--- src/rtl/rns_crt_pkg.sv ---
package rns_crt_pkg;

    localparam int NUM_LANES = 4;
    localparam int MODULI [NUM_LANES] = '{8, 7, 5, 3};
    localparam int RANGE  = MODULI[0] * MODULI[1] * MODULI[2] * MODULI[3];
    localparam int HALF   = RANGE / 2;
    localparam int VAL_W  = $clog2(RANGE);
    localparam int SGN_W  = VAL_W + 1;
    localparam int DIG_W  = $clog2(MODULI[0]);

    typedef logic [VAL_W-1:0] val_t;
    typedef logic [DIG_W-1:0] dig_t;

    typedef struct packed {
        logic                    valid;
        val_t                    mag;
        logic signed [SGN_W-1:0] sgn;
    } crt_out_t;

    // Position weight: (RANGE/m) times its inverse modulo m
    function automatic int crt_weight(input int lane);
        int m;
        int part;
        int w;
        m    = MODULI[lane];
        part = RANGE / m;
        w    = 0;
        for (int a = 1; a < m; a++) begin
            if ((part * a) % m == 1) w = part * a;
        end
        return w;
    endfunction

    function automatic int crt_term(input int lane, input int digit);
        return (digit * crt_weight(lane)) % RANGE;
    endfunction

endpackage

--- src/rtl/crt_term_lut.sv ---
module crt_term_lut
    import rns_crt_pkg::*;
#(
    parameter int LANE = 0
) (
    input  dig_t digit,
    output val_t term
);
    localparam int MOD = MODULI[LANE];

    val_t table_q [MOD];

    for (genvar e = 0; e < MOD; e++) begin : g_entry
        assign table_q[e] = val_t'(crt_term(LANE, e));
    end

    always_comb begin
        term = '0;
        for (int i = 0; i < MOD; i++) begin
            if (digit == DIG_W'(i)) term = table_q[i];
        end
    end
endmodule

--- src/rtl/crt_mod_add.sv ---
module crt_mod_add
    import rns_crt_pkg::*;
(
    input  val_t a,
    input  val_t b,
    output val_t sum
);
    logic [VAL_W:0] raw;
    logic [VAL_W:0] folded;

    always_comb begin
        raw    = {1'b0, a} + {1'b0, b};
        folded = raw - (VAL_W+1)'(RANGE);
        sum    = (raw >= (VAL_W+1)'(RANGE)) ? folded[VAL_W-1:0] : raw[VAL_W-1:0];
    end
endmodule

--- src/rtl/rns_crt_decode.sv ---
module rns_crt_decode
    import rns_crt_pkg::*;
(
    input  logic                    clk,
    input  logic                    rst,
    input  logic                    in_valid,
    input  logic [2:0]              res_m8,
    input  logic [2:0]              res_m7,
    input  logic [2:0]              res_m5,
    input  logic [1:0]              res_m3,
    output logic                    out_valid,
    output logic [VAL_W-1:0]        out_unsigned,
    output logic signed [SGN_W-1:0] out_signed
);
    dig_t     dig  [NUM_LANES];
    val_t     term [NUM_LANES];
    val_t     pair_hi;
    val_t     pair_lo;
    val_t     total;
    crt_out_t next_d;
    crt_out_t out_q;

    assign dig[0] = DIG_W'(res_m8);
    assign dig[1] = DIG_W'(res_m7);
    assign dig[2] = DIG_W'(res_m5);
    assign dig[3] = DIG_W'(res_m3);

    for (genvar l = 0; l < NUM_LANES; l++) begin : g_lane
        crt_term_lut #(.LANE(l)) u_lut (
            .digit (dig[l]),
            .term  (term[l])
        );
    end

    crt_mod_add u_add_hi  (.a(term[0]), .b(term[1]), .sum(pair_hi));
    crt_mod_add u_add_lo  (.a(term[2]), .b(term[3]), .sum(pair_lo));
    crt_mod_add u_add_top (.a(pair_hi), .b(pair_lo), .sum(total));

    always_comb begin
        next_d.valid = in_valid;
        next_d.mag   = total;
        if (total >= VAL_W'(HALF))
            next_d.sgn = SGN_W'(total) - SGN_W'(RANGE);
        else
            next_d.sgn = SGN_W'(total);
    end

    always_ff @(posedge clk) begin
        if (rst) begin
            out_q <= '0;
        end else begin
            out_q.valid <= next_d.valid;
            if (in_valid) begin
                out_q.mag <= next_d.mag;
                out_q.sgn <= next_d.sgn;
            end
        end
    end

    assign out_valid    = out_q.valid;
    assign out_unsigned = out_q.mag;
    assign out_signed   = out_q.sgn;
endmodule

--- config.mk ---
export PLATFORM = sky130hd
export DESIGN_NAME = rns_crt_decode
export DESIGN_NICKNAME = d
export VERILOG_FILES = /design/src/rtl/rns_crt_pkg.sv /design/src/rtl/crt_term_lut.sv /design/src/rtl/crt_mod_add.sv /design/src/rtl/rns_crt_decode.sv
export SDC_FILE = /design/constraint.sdc
export NUM_CORES = 1
export LEC_CHECK = 0
export CORE_MARGIN = 3
export CORE_UTILIZATION = 40
export DETAILED_ROUTE_END_ITERATION = 12
export GPL_TIMING_DRIVEN = 0
export SETUP_SLACK_MARGIN = 0.2
export SLEW_MARGIN = 20
export SYNTH_ARGS = -nofsm -noshare
export SYNTH_HDL_FRONTEND = slang
export SYNTH_SLANG_ARGS = --single-unit
--- constraint.sdc ---
create_clock -name clk -period 16.7 [get_ports clk]
set_input_delay 1.67 -clock clk [delete_from_list [all_inputs] [get_ports clk]]
set_output_delay 1.67 -clock clk [all_outputs]
set_load 0.1 [all_outputs]
* Word level (Yosys, flattened, before mapping)
Index checks and enable logic that the tools add are counted.
Storage, ports and cells: flip-flop bits (word level) 22, output and inout bits 22, input port bits 14, word-level logic and storage cells 56
Operators by class: equal/unequal tests 19, magnitude comparators 4, add/sub/neg operators 7, mux-type cells 23
Operators with widths (number):
- $mux W10 | 12
- $mux W9 | 6
- $add A10 B10 Y11 | 3
- $ge A11 B10 Y1 const B | 3
- $sub A10 B10 Y10 const B | 3
- $eq A3 B3 Y1 const B | 8
- $eq A3 B2 Y1 const B | 6
- $mux W8 | 2
- $mux W7 | 2
- $mux W11 | 1
- $sub A10 B10 Y11 const B | 1
- $ge A10 B9 Y1 const B | 1
- $eq A3 B1 Y1 const B | 3
- $eq A2 B1 Y1 const B | 1
- $eq A2 B2 Y1 const B | 1

* Longest topological paths before layout
Gate-level depths: netlist of run 1.
word-level depth 16, mapped depth 29, gate-level depth less buffers 29

* By module
From an unflattened synthesis of run 1, not the netlist that was laid out.
Second synthesis, totals: cell total of the unflattened synthesis 509, area, all modules 3987.6 sq um
By module, submodules not included:
- crt_mod_add at u_add_hi ... | area an instance 874.6 sq um, instances 2, seq. area each 0.0 sq um, cells each 112
- rns_crt_decode | area an instance 914.6 sq um, instances 1, seq. area each 380.4 sq um, cells each 102
- crt_mod_add at u_add_lo | area an instance 875.8 sq um, instances 1, seq. area each 0.0 sq um, cells each 114
- crt_term_lut at g_lane[1].u_lut | area an instance 161.4 sq um, instances 1, seq. area each 0.0 sq um, cells each 24
- crt_term_lut at g_lane[0].u_lut | area an instance 112.6 sq um, instances 1, seq. area each 0.0 sq um, cells each 18
- crt_term_lut at g_lane[2].u_lut | area an instance 92.6 sq um, instances 1, seq. area each 0.0 sq um, cells each 14
- crt_term_lut at g_lane[3].u_lut | area an instance 81.3 sq um, instances 1, seq. area each 0.0 sq um, cells each 13

* Worst setup path after synthesis of run 1
OpenSTA, ideal clock, no wires.
kind input to register, start input res_m7[2], end register out_q, in the netlist out_signed[9], data arrival time 6.992 ns, setup time 0.142 ns, data required time 16.558 ns, path buffers 1, stages 28, slack 9.566 ns, cell sequence clkbuf_1 -> a21boi_0 -> ha_1 -> fa_1 -> a21o_1 -> a21oi_1 -> o21bai_1 -> a21oi_1 -> xnor2_1 -> nand2_1 -> o21ai_1 -> xnor2_1 -> ha_1 -> inv_1 -> fa_1 -> nand2b_1 -> a21o_1 -> a311oi_2 -> a211oi_1 -> nor2_1 -> mux2_2 -> ha_1 -> inv_1 -> nor2_1 -> mux2i_1 -> a21oi_1 -> o211ai_1 -> o311ai_0
Between the ends: cells in the longest elaborated chain, start to end 15, elaborated cells between the ends (all ways) 23, classes of those cells 5 x add/sub; 3 x order compare; 6 x eq/ne; 9 x mux
Ends and longest elaborated chain:
- from (decl) | line rns_crt_decode.sv:8 | input logic [2:0] res_m7,
- $eq A3 B1 Y1 | line crt_term_lut.sv:20 | if (digit == DIG_W'(i)) term = table_q[i];
- $mux W7 | line crt_term_lut.sv:20
- $mux W8 | line crt_term_lut.sv:20
- $mux W9 (2 in a row) | line crt_term_lut.sv:20
- $mux W10 | line crt_term_lut.sv:20
- $mux W10 * | line crt_term_lut.sv:20
- $add A10 B10 Y11 * | line crt_mod_add.sv:12 | raw = {1'b0, a} + {1'b0, b};
- $sub A10 B10 Y10 / $ge A11 B10 Y1 (equally long branches) | line crt_mod_add.sv:13, crt_mod_add.sv:14
- $mux W10 * | line crt_mod_add.sv:14 | sum = (raw >= (VAL_W+1)'(RANGE)) ? folded[VAL_W-1:0] : raw[VAL_W-1:0];
- $add A10 B10 Y11 * | line crt_mod_add.sv:12
- $sub A10 B10 Y10 / $ge A11 B10 Y1 (equally long branches) | line crt_mod_add.sv:13, crt_mod_add.sv:14
- $mux W10 * | line crt_mod_add.sv:14
- $sub A10 B10 Y11 / $ge A10 B9 Y1 (equally long branches) | line rns_crt_decode.sv:43, rns_crt_decode.sv:42
- $mux W11 * | line rns_crt_decode.sv:42 | if (total >= VAL_W'(HALF))
- to (decl) | line rns_crt_decode.sv:21 | crt_out_t out_q;
Every way passes the cells marked *; elsewhere a longest branch is shown, timed or not. A chain may end at the register's enable or synchronous reset.

* Final worst setup path of run 1
start input res_m5[0], end register out_q, in the netlist out_signed[9]
Between the ends: cells in the longest elaborated chain, start to end 13, elaborated cells between the ends (all ways) 19, classes of those cells 5 x add/sub; 3 x order compare; 4 x eq/ne; 7 x mux
Ends and longest elaborated chain:
- from (decl) | line rns_crt_decode.sv:9 | input logic [2:0] res_m5,
- $eq A3 B1 Y1 | line crt_term_lut.sv:20
- $mux W9 | line crt_term_lut.sv:20
- $mux W10 (2 in a row) | line crt_term_lut.sv:20
- $mux W10 * | line crt_term_lut.sv:20
- $add A10 B10 Y11 * | line crt_mod_add.sv:12
- $sub A10 B10 Y10 / $ge A11 B10 Y1 (equally long branches) | line crt_mod_add.sv:13, crt_mod_add.sv:14
- $mux W10 * | line crt_mod_add.sv:14
- $add A10 B10 Y11 * | line crt_mod_add.sv:12
- $sub A10 B10 Y10 / $ge A11 B10 Y1 (equally long branches) | line crt_mod_add.sv:13, crt_mod_add.sv:14
- $mux W10 * | line crt_mod_add.sv:14
- $sub A10 B10 Y11 / $ge A10 B9 Y1 (equally long branches) | line rns_crt_decode.sv:43, rns_crt_decode.sv:42
- $mux W11 * | line rns_crt_decode.sv:42
Marked as above.

==> results of run 1 <==
## per-layer routing
| metal | vias up | wire (microns) |
|---|---|---|
| met4 | 0 | 30 |
| li1 | 1295 | - |
| met3 | 2 | 240 |
| met2 | 50 | 2381 |
| met5 | - | 0 |
| met1 | 1098 | 3227 |
## worst paths after layout
check,cells after the start,endpoint,slack [ps],start
worst max-delay path,28,out_signed[9],8590,res_m5[0]
worst min-delay path,2,out_signed[10],480,out_signed[10]
worst max register to register,2,out_signed[5],15970,out_signed[5]
worst min register to register,2,out_signed[10],480,out_signed[10]
## worst max-delay path, delay by kind of cell
family	cells	cell delay, ps
multiplexers	2	670
buffers and inverters	3	650
AND/OR/NAND/NOR	6	1150
AO/OA/AOI/OAI	10	2360
adder cells (fa/ha/maj)	4	1150
XOR/XNOR	3	560
## per-stage QoR
step	hold WS (ps)	utilization	area [sq um]	worst slack [ps]	std cells
floorplan	901.3	-	2566	9566	343
global placement	450.1	0.4901	2970	8430	449
detailed placement	464.2	0.4901	2970	8314	449
CTS	475.0	0.4977	3017	8557	453
global route	493.2	0.4977	3017	7900	453
finish	476.6	0.4977	3017	8590	453
## sequential cells by signal (all words and copies together), names as in the netlist
register      flops
out_signed        8
out_valid         1
out_unsigned     10
## kinds of logic (layout without fill, tap and decap cells)
group	after synthesis	count (layout)	share of synthesized area
adders and majority gates	30	30	0.1550
buffers and inverters	37	72	0.05899
and+or+nand+nor	114	114	0.2140
AOI/OAI and AO/OA	100	100	0.2672
muxes	10	10	0.04096
xor gates and xnor gates	33	33	0.1156
DFF	19	19	0.1482
## final cells by class
class                           count  area share
Tap cell                           75     0.03111
Inverter                           25     0.03111
Timing Repair Buffer               31      0.1029
Multi-Input combinational cell    287      0.6744
Buffer                             12     0.01908
Sequential cell                    19      0.1261
Clock inverter                      1    0.001659
Clock buffer                        3     0.01369
## synth_stat cells, drive strengths merged, types with 8 or more instances
cell type,number,share of area
nor2,39,0.057
ha,27,0.13
xnor2,27,0.095
inv,25,0.037
nand2,25,0.037
a21oi,24,0.048
o21ai,20,0.039
dfxtp,19,0.15
nand2b,10,0.024
nand3,9,0.018
a21o,8,0.023
clkbuf,8,0.012
nor3,8,0.018
==> results.toml, run 1 <==
[clock_network]
cts.clk_slew.worst_paths_ps = 70
cts_resized = 0
cts-buffers-inserted = 3
postCtsSetupBuffers = 0
clk_latency_ps = 250
cts_max_level = 1
postCtsHoldBufs = 0
cts_root_buf = "clkbuf_8"
cts_tree = "built"
cts_num_sinks = 19
clock_path_buffers = 2

[detailed_routing]
via_count = 2445
detail-route-antenna-nets = 0
drcViolationCount = 0
vias_per_cell = 5.397
routed_wl_microns = 5880
drt_pre_antenna_iters = 4
drt_iter0_markers = 96
post_drt_wl_per_cell_microns = 12.98

[final_layout]
multi_input_area_sq_um = 2034
final_cell_mix = "nor2_1, clkdlybuf4s50_1, ha_1, xnor2_1"
syn2layout_area_growth_pct = 17.55
num-fill-cells = 631
seqCellArea_sq_um = 380.4
final_common_cell = "nor2_1"
final_nets = 423
n_antenna_cell = 0
drive_gt1_frac = 0.06349

[critical_path]
setup.worst_path.end_class = "flip-flop"
cp.arrival_ps = 8230
startpoint_type = "primary input"
criticalPathCategory = "in2reg"
slowest_stage = "a31oi_1"
crit_path_max_fanout = 8
cp.required_ps = 16820
worst_path_most_repeated_cell = "nor2_1"
max_stage_delay_ps = 520

[min_path]
hp-class = "reg2reg"

[grt]
grtUsageMet2 = 0.2586
antenna_found_initial = 0
grt_pass1_wl_microns = 10480
grt_max_degree = 12
grt_pass1_vias = 2275
track_usage = 0.1656
grt_util_met1 = 0.2501
grt.busiest_layer = "met2"
grt_use_met3 = 0.009606
grt_overflow = 0

[logic_synthesis]
syn_inst = 343
synth.cell_area_sq_um = 2566
synthesis.nets = 387
yosys_warnings = 0
syn_avg_cell_area_sq_um = 7.482
synth_edf_count = 0
yosys_most_used_dff = "dfxtp_1"
synth-seq-cells = 19
async_flop_share = 0
synth-seq-area-share = 0.1482
synth_cell_types = 54

[placed_design]
dp_hpwl_microns = 4781
numPortBuffers = 31
gp_congestion = 0.7982

[run]
cap_violations = 0

[sta]
setup_tns_ps = 0
fmax_mhz = 123.3
worst_pin_slew_ps = 975.3
finalCritPeriodShare = 0.4856
clock_skew_ps = 0
setup_violations = 0
hold_violations = 0
drv_slew = 0
relSlewSlack = 0.3477
rsz0062_at_grt = "no"
post-route-min-period_ps = 8110

[floorplan]
chipWidth_microns = 86.10
dieArea_sq_um = 7412
die_height_microns = 86.10
start_util = 0.4234
core_area_sq_um = 6061
io_pins = 36
rows = 28

[status]
outcome = "complete, no violations"
Power of run 1 is left out: the tool's default activity adds up to more than one toggle a clock period on the data nets, which glitch-free logic cannot reach.
==> run 2, diff against run 1 <==
Clock period 16.7 ns to 7.3 ns, I/O delays scaled along.
==> results.toml, run 2 (same netlist as run 1, synthesis figures left out) <==
[floorplan]
chipWidth_microns = 86.10
die_height_microns = 86.10
dieArea_sq_um = 7412
io_pins = 36
rows = 28
start_util = 0.4234
core_area_sq_um = 6061

[sta]
clock_skew_ps = 0
relSlewSlack = 0.3475
finalCritPeriodShare = 0.9116
whs_ps = 477.1
post-route-min-period_ps = 6655
setup_violations = 0
drv_slew = 0
hold_violations = 0
worst_pin_slew_ps = 975.8
rsz0062_at_grt = "no"
fin_ws_ps = 645.0
fmax_mhz = 150.3

[critical_path]
criticalPathCategory = "in2reg"
cp.required_ps = 7470
crit_path_max_fanout = 7
startpoint_type = "primary input"
reg2regPathDepth = 2
setup.worst_path.end_class = "flip-flop"
cp.arrival_ps = 6820

[final_layout]
final_nets = 429
drive_gt1_frac = 0.09635
n_antenna_cell = 0
final_common_cell = "nor2_1"
final_cell_mix = "nor2_1, clkdlybuf4s50_1, ha_1, xnor2_1"
num-fill-cells = 628
syn2layout_area_growth_pct = 21.60
largest_reg_flops = 10
fin_cells = 459

[grt]
antenna_found_initial = 0
grt_overflow = 0
grt_pass1_wl_microns = 10480
grt_max_degree = 12
grt.busiest_layer = "met2"
grt_use_met3 = 0.009606
grt_util_met1 = 0.2501
track_usage = 0.1656
grtUsageMet2 = 0.2586
grt_pass1_vias = 2275

[clock_network]
cts_tree = "built"
clk_latency_ps = 250
cts_root_buf = "clkbuf_8"
clock_path_buffers = 2
cts_max_level = 1
cts.clk_slew.worst_paths_ps = 70
cts-buffers-inserted = 3
cts_num_sinks = 19

[placed_design]
dp_hpwl_microns = 4781
gp_congestion = 0.7982
numPortBuffers = 31
pre_cts_slack_ps = -145.8
dp.cells = 449

[detailed_routing]
vias_per_cell = 5.412
drcViolationCount = 0
detail-route-antenna-nets = 0
drt_iter0_markers = 78
routed_wl_microns = 5981
via_count = 2484
post_drt_wl_per_cell_microns = 13.03
drt_pre_antenna_iters = 4

[run]
cap_violations = 0

[min_path]
whs_path_depth = 2
hp-class = "reg2reg"

[status]
outcome = "complete, no violations"
run 2: cell count changes in the layout (fill, tap and decap cells not counted), sizes merged:
cell	change
dlymetal6s2s	+1
buf	+6
clkdlybuf4s50	-1
run 2: layout make-up:
class	count	area, sq um	area share
buffer	12	57.56	0.01844
clock buffer	3	41.29	0.01323
clock inverter	1	5.005	0.001604
inverter	25	93.84	0.03007
multi-input combinational	287	2091	0.6700
sequential	19	380.4	0.1219
tap	75	93.84	0.03007
timing repair buffer	37	357.8	0.1147
run 2: per-stage QoR:
step / cell area, sq um / setup TNS (ps) / utilization
6_report: 3120 / 0 / 0.5149
3_3_place_gp: 2970 / -30.09 / 0.4901
4_1_cts: 3027 / 0 / 0.4994
5_1_grt: 3120 / 0 / 0.5149
3_5_place_dp: 2970 / -237.8 / 0.4901
2_1_floorplan: 2566 / 0 / -
run 2: path summary, 6_finish.rpt:
| path | slack (ps) | end | from |
|---|---|---|---|
| worst min-delay path | 480 | out_signed[10] | out_signed[10] |
| worst min register to register | 480 | out_signed[10] | out_signed[10] |
| worst max-delay path | 650 | out_signed[4] | res_m7[0] |
| worst max register to register | 6580 | out_signed[5] | out_signed[5] |
run 2: per-layer routing:
layer / wire (microns) / vias to the layer above
met5: 0 / -
met2: 2491 / 46
met4: 30 / 0
met1: 3203 / 1126
li1: - / 1310
met3: 256 / 2
run 2: repair_timing:
action | 4_1_cts | 5_1_grt
setup buffers | 0 | 6
cloned | 0 | 0
resized for setup | 2 | 9
hold buffers | 0 | 0
setup endpoints to repair | 2 | 8
pin swaps | 0 | 4
run 2: worst max-delay path: stages:
cell and delay [ps]:
clkdlybuf4s50_1 510, a21boi_0 200, ha_1 250, fa_1 420, a21o_1 200, a21oi_1 230, o21bai_1 90, a21oi_1 180
xnor2_1 180, nand2_1 140, o21ai_4 260, xnor2_1 150, ha_1 210, inv_1 60, fa_1 450, nand2b_1 230
a21o_1 200, a311oi_4 400, a211oi_2 100, nor2_2 200, buf_4 140, mux2_2 370, a31oi_2 330, mux2_2 390
a211oi_1 210
Power of run 2 is left out for the same reason.
==> run 3, diff against run 2 <==
Settings changed: ABC_AREA set to 1.
==> results.toml, run 3 <==
[grt]
grtUsageMet2 = 0.2685
grt_pass1_wl_microns = 10610
grt_pass1_vias = 2427
grt_use_met3 = 0.01223
grt_max_degree = 12
grt_util_met1 = 0.2355
grt.busiest_layer = "met2"
antenna_found_initial = 0
track_usage = 0.1645
grt_overflow = 0

[sta]
clock_skew_ps = 0
hold_violations = 0
finalCritPeriodShare = 0.8408
drv_slew = 0
rsz0062_at_grt = "no"
setup_tns_ps = 0
worst_pin_slew_ps = 980.9
fmax_mhz = 162.9
post-route-min-period_ps = 6138
relSlewSlack = 0.3440
fin_ws_ps = 1162
setup_violations = 0

[final_layout]
largest_reg_flops = 10
final_nets = 494
postLayoutCellArea_sq_um = 3158
final_common_cell = "nand2_1"
final_util = 0.4945
syn2layout_area_growth_pct = 18.50
drive_gt1_frac = 0.1225
final_cell_mix = "nand2_1, inv_1, nand3_1, clkdlybuf4s50_1, a21oi_1"
num-fill-cells = 668
n_antenna_cell = 0

[floorplan]
start_util = 0.4173
dieArea_sq_um = 7678
core_area_sq_um = 6386
io_pins = 36
rows = 29
chipWidth_microns = 87.63
die_height_microns = 87.63

[logic_synthesis]
synth_fa_ha_area_frac = 0.1493
yosysMostFrequentCell = "nand2_1"
synth_top_family_by_area = "simple AND/OR/NAND/NOR gates"
synth-seq-area-share = 0.1427
yosys_warnings = 0
async_flop_share = 0
synth.area.top_cells = "dfxtp_1, ha_1, nand2_1"
synthXorXnorAreaFrac = 0.07559
synth_compound_area_frac = 0.1244
synth_edf_count = 0
synth_cell_types = 35
syn_avg_cell_area_sq_um = 6.500
synth.largest_area_cell = "dfxtp_1"
synth-seq-cells = 19
yosys-mux-area-fraction = 0
synth.cell_area_sq_um = 2665
yosys_most_used_dff = "dfxtp_1"
synth_top_area_frac = 0.1427
syn_inst = 410
synthTopCellsByCount = "nand2_1, inv_1, nand3_1, a21oi_1, ha_1"
synthesis.nets = 454
synthSimpleGateAreaFrac = 0.3869

[clock_network]
clock_path_buffers = 2
cts-buffers-inserted = 3
cts.clk_slew.worst_paths_ps = 70
cts_num_sinks = 19
postCtsHoldBufs = 0
cts_resized = 0
cts_tree = "built"
cts_root_buf = "clkbuf_8"
postCtsSetupBuffers = 0
clk_latency_ps = 250
cts_max_level = 1

[critical_path]
reg2regPathDepth = 2
cp.arrival_ps = 6270
max_stage_delay_ps = 620
r2r-end = "out_unsigned[2]"
r2r_start = "out_unsigned[2]"
slowest_stage = "fa_1"
cp.depth = 32
worstSetupStartpoint = "res_m7[0]"
cp_top_family = "simple AND/OR/NAND/NOR gates"
cp_num_buf_inv = 4
startpoint_type = "primary input"
cp.required_ps = 7430
worst_path_most_repeated_cell = "nand2_1"
setup.worst_path.end_class = "flip-flop"
crit_path_max_fanout = 8
criticalPathCategory = "in2reg"
r2r_setup_slack_ps = 6640

[placed_design]
dp_hpwl_microns = 4815
gp_congestion = 0.8191
dpl_cell_area_sq_um = 3112
numPortBuffers = 35
pre_cts_slack_ps = 928.5

[status]
outcome = "complete, no violations"

[detailed_routing]
routed_wl_microns = 5776
post_drt_wl_per_cell_microns = 10.98
drt_pre_antenna_iters = 5
vias_per_cell = 4.913
via_count = 2584
detail-route-antenna-nets = 0
drt_iter0_markers = 99
drcViolationCount = 0

[run]
cap_violations = 0

[min_path]
hp-class = "reg2reg"
hp-start = "out_signed[5]"
holdPathEnd = "out_signed[5]"
whs_path_depth = 2
-- run 3: changes by cell type after synthesis, sizes merged, moves of 7 or more --
cell,change
xor2,+13
nand4,+10
xnor2,-23
nor3,-7
nand2,+86
nand2b,-10
a21o,-7
inv,+45
nor2,-17
nand3,+41
-- run 3: layout make-up --
type	count	area, sq um	area share
multi-input cells	311	1962	0.6212
flip-flops and latches	19	380.4	0.1204
repair buffers	35	350.3	0.1109
inverters	71	266.5	0.08439
well taps	77	96.34	0.03051
plain buffers	9	56.30	0.01783
clock buffers	3	41.29	0.01307
clock inverters	1	5.005	0.001585
-- run 3: cell families after synthesis --
family / after synthesis
and+or+nand+nor: 198
buffers and inverters: 80
DFF: 19
xor gates and xnor gates: 23
adders and majority gates: 30
AOI/OAI and AO/OA: 60
-- run 3: worst min-delay path, stage by stage (launching register included) --
cell     delay (ps)
dfxtp_1         310
nand2_1          60
a21oi_1          50
-- run 3: per-stage QoR --
stage / cells / hold slack [ps]
after floorplan: 410 / 864.9
after global placement: 522 / 454.6
after detailed placement: 522 / 455.2
after CTS: 526 / 466.8
after global routing: 526 / 497.8
final: 526 / 465.0
-- run 3: worst max-delay path by stage --
stage / to
floorplan: out_signed[7]
CTS: out_signed[7]
global placement: out_signed[7]
finish: out_signed[7]
detailed placement: out_signed[7]
global route: out_signed[6]
-- run 3: layer usage --
metal,vias to the layer above,share of wire
li1,1408,-
met1,1144,0.53
met2,28,0.43
met3,4,0.027
met4,0,0.0099
met5,-,0
Power of run 3 is left out for the same reason.
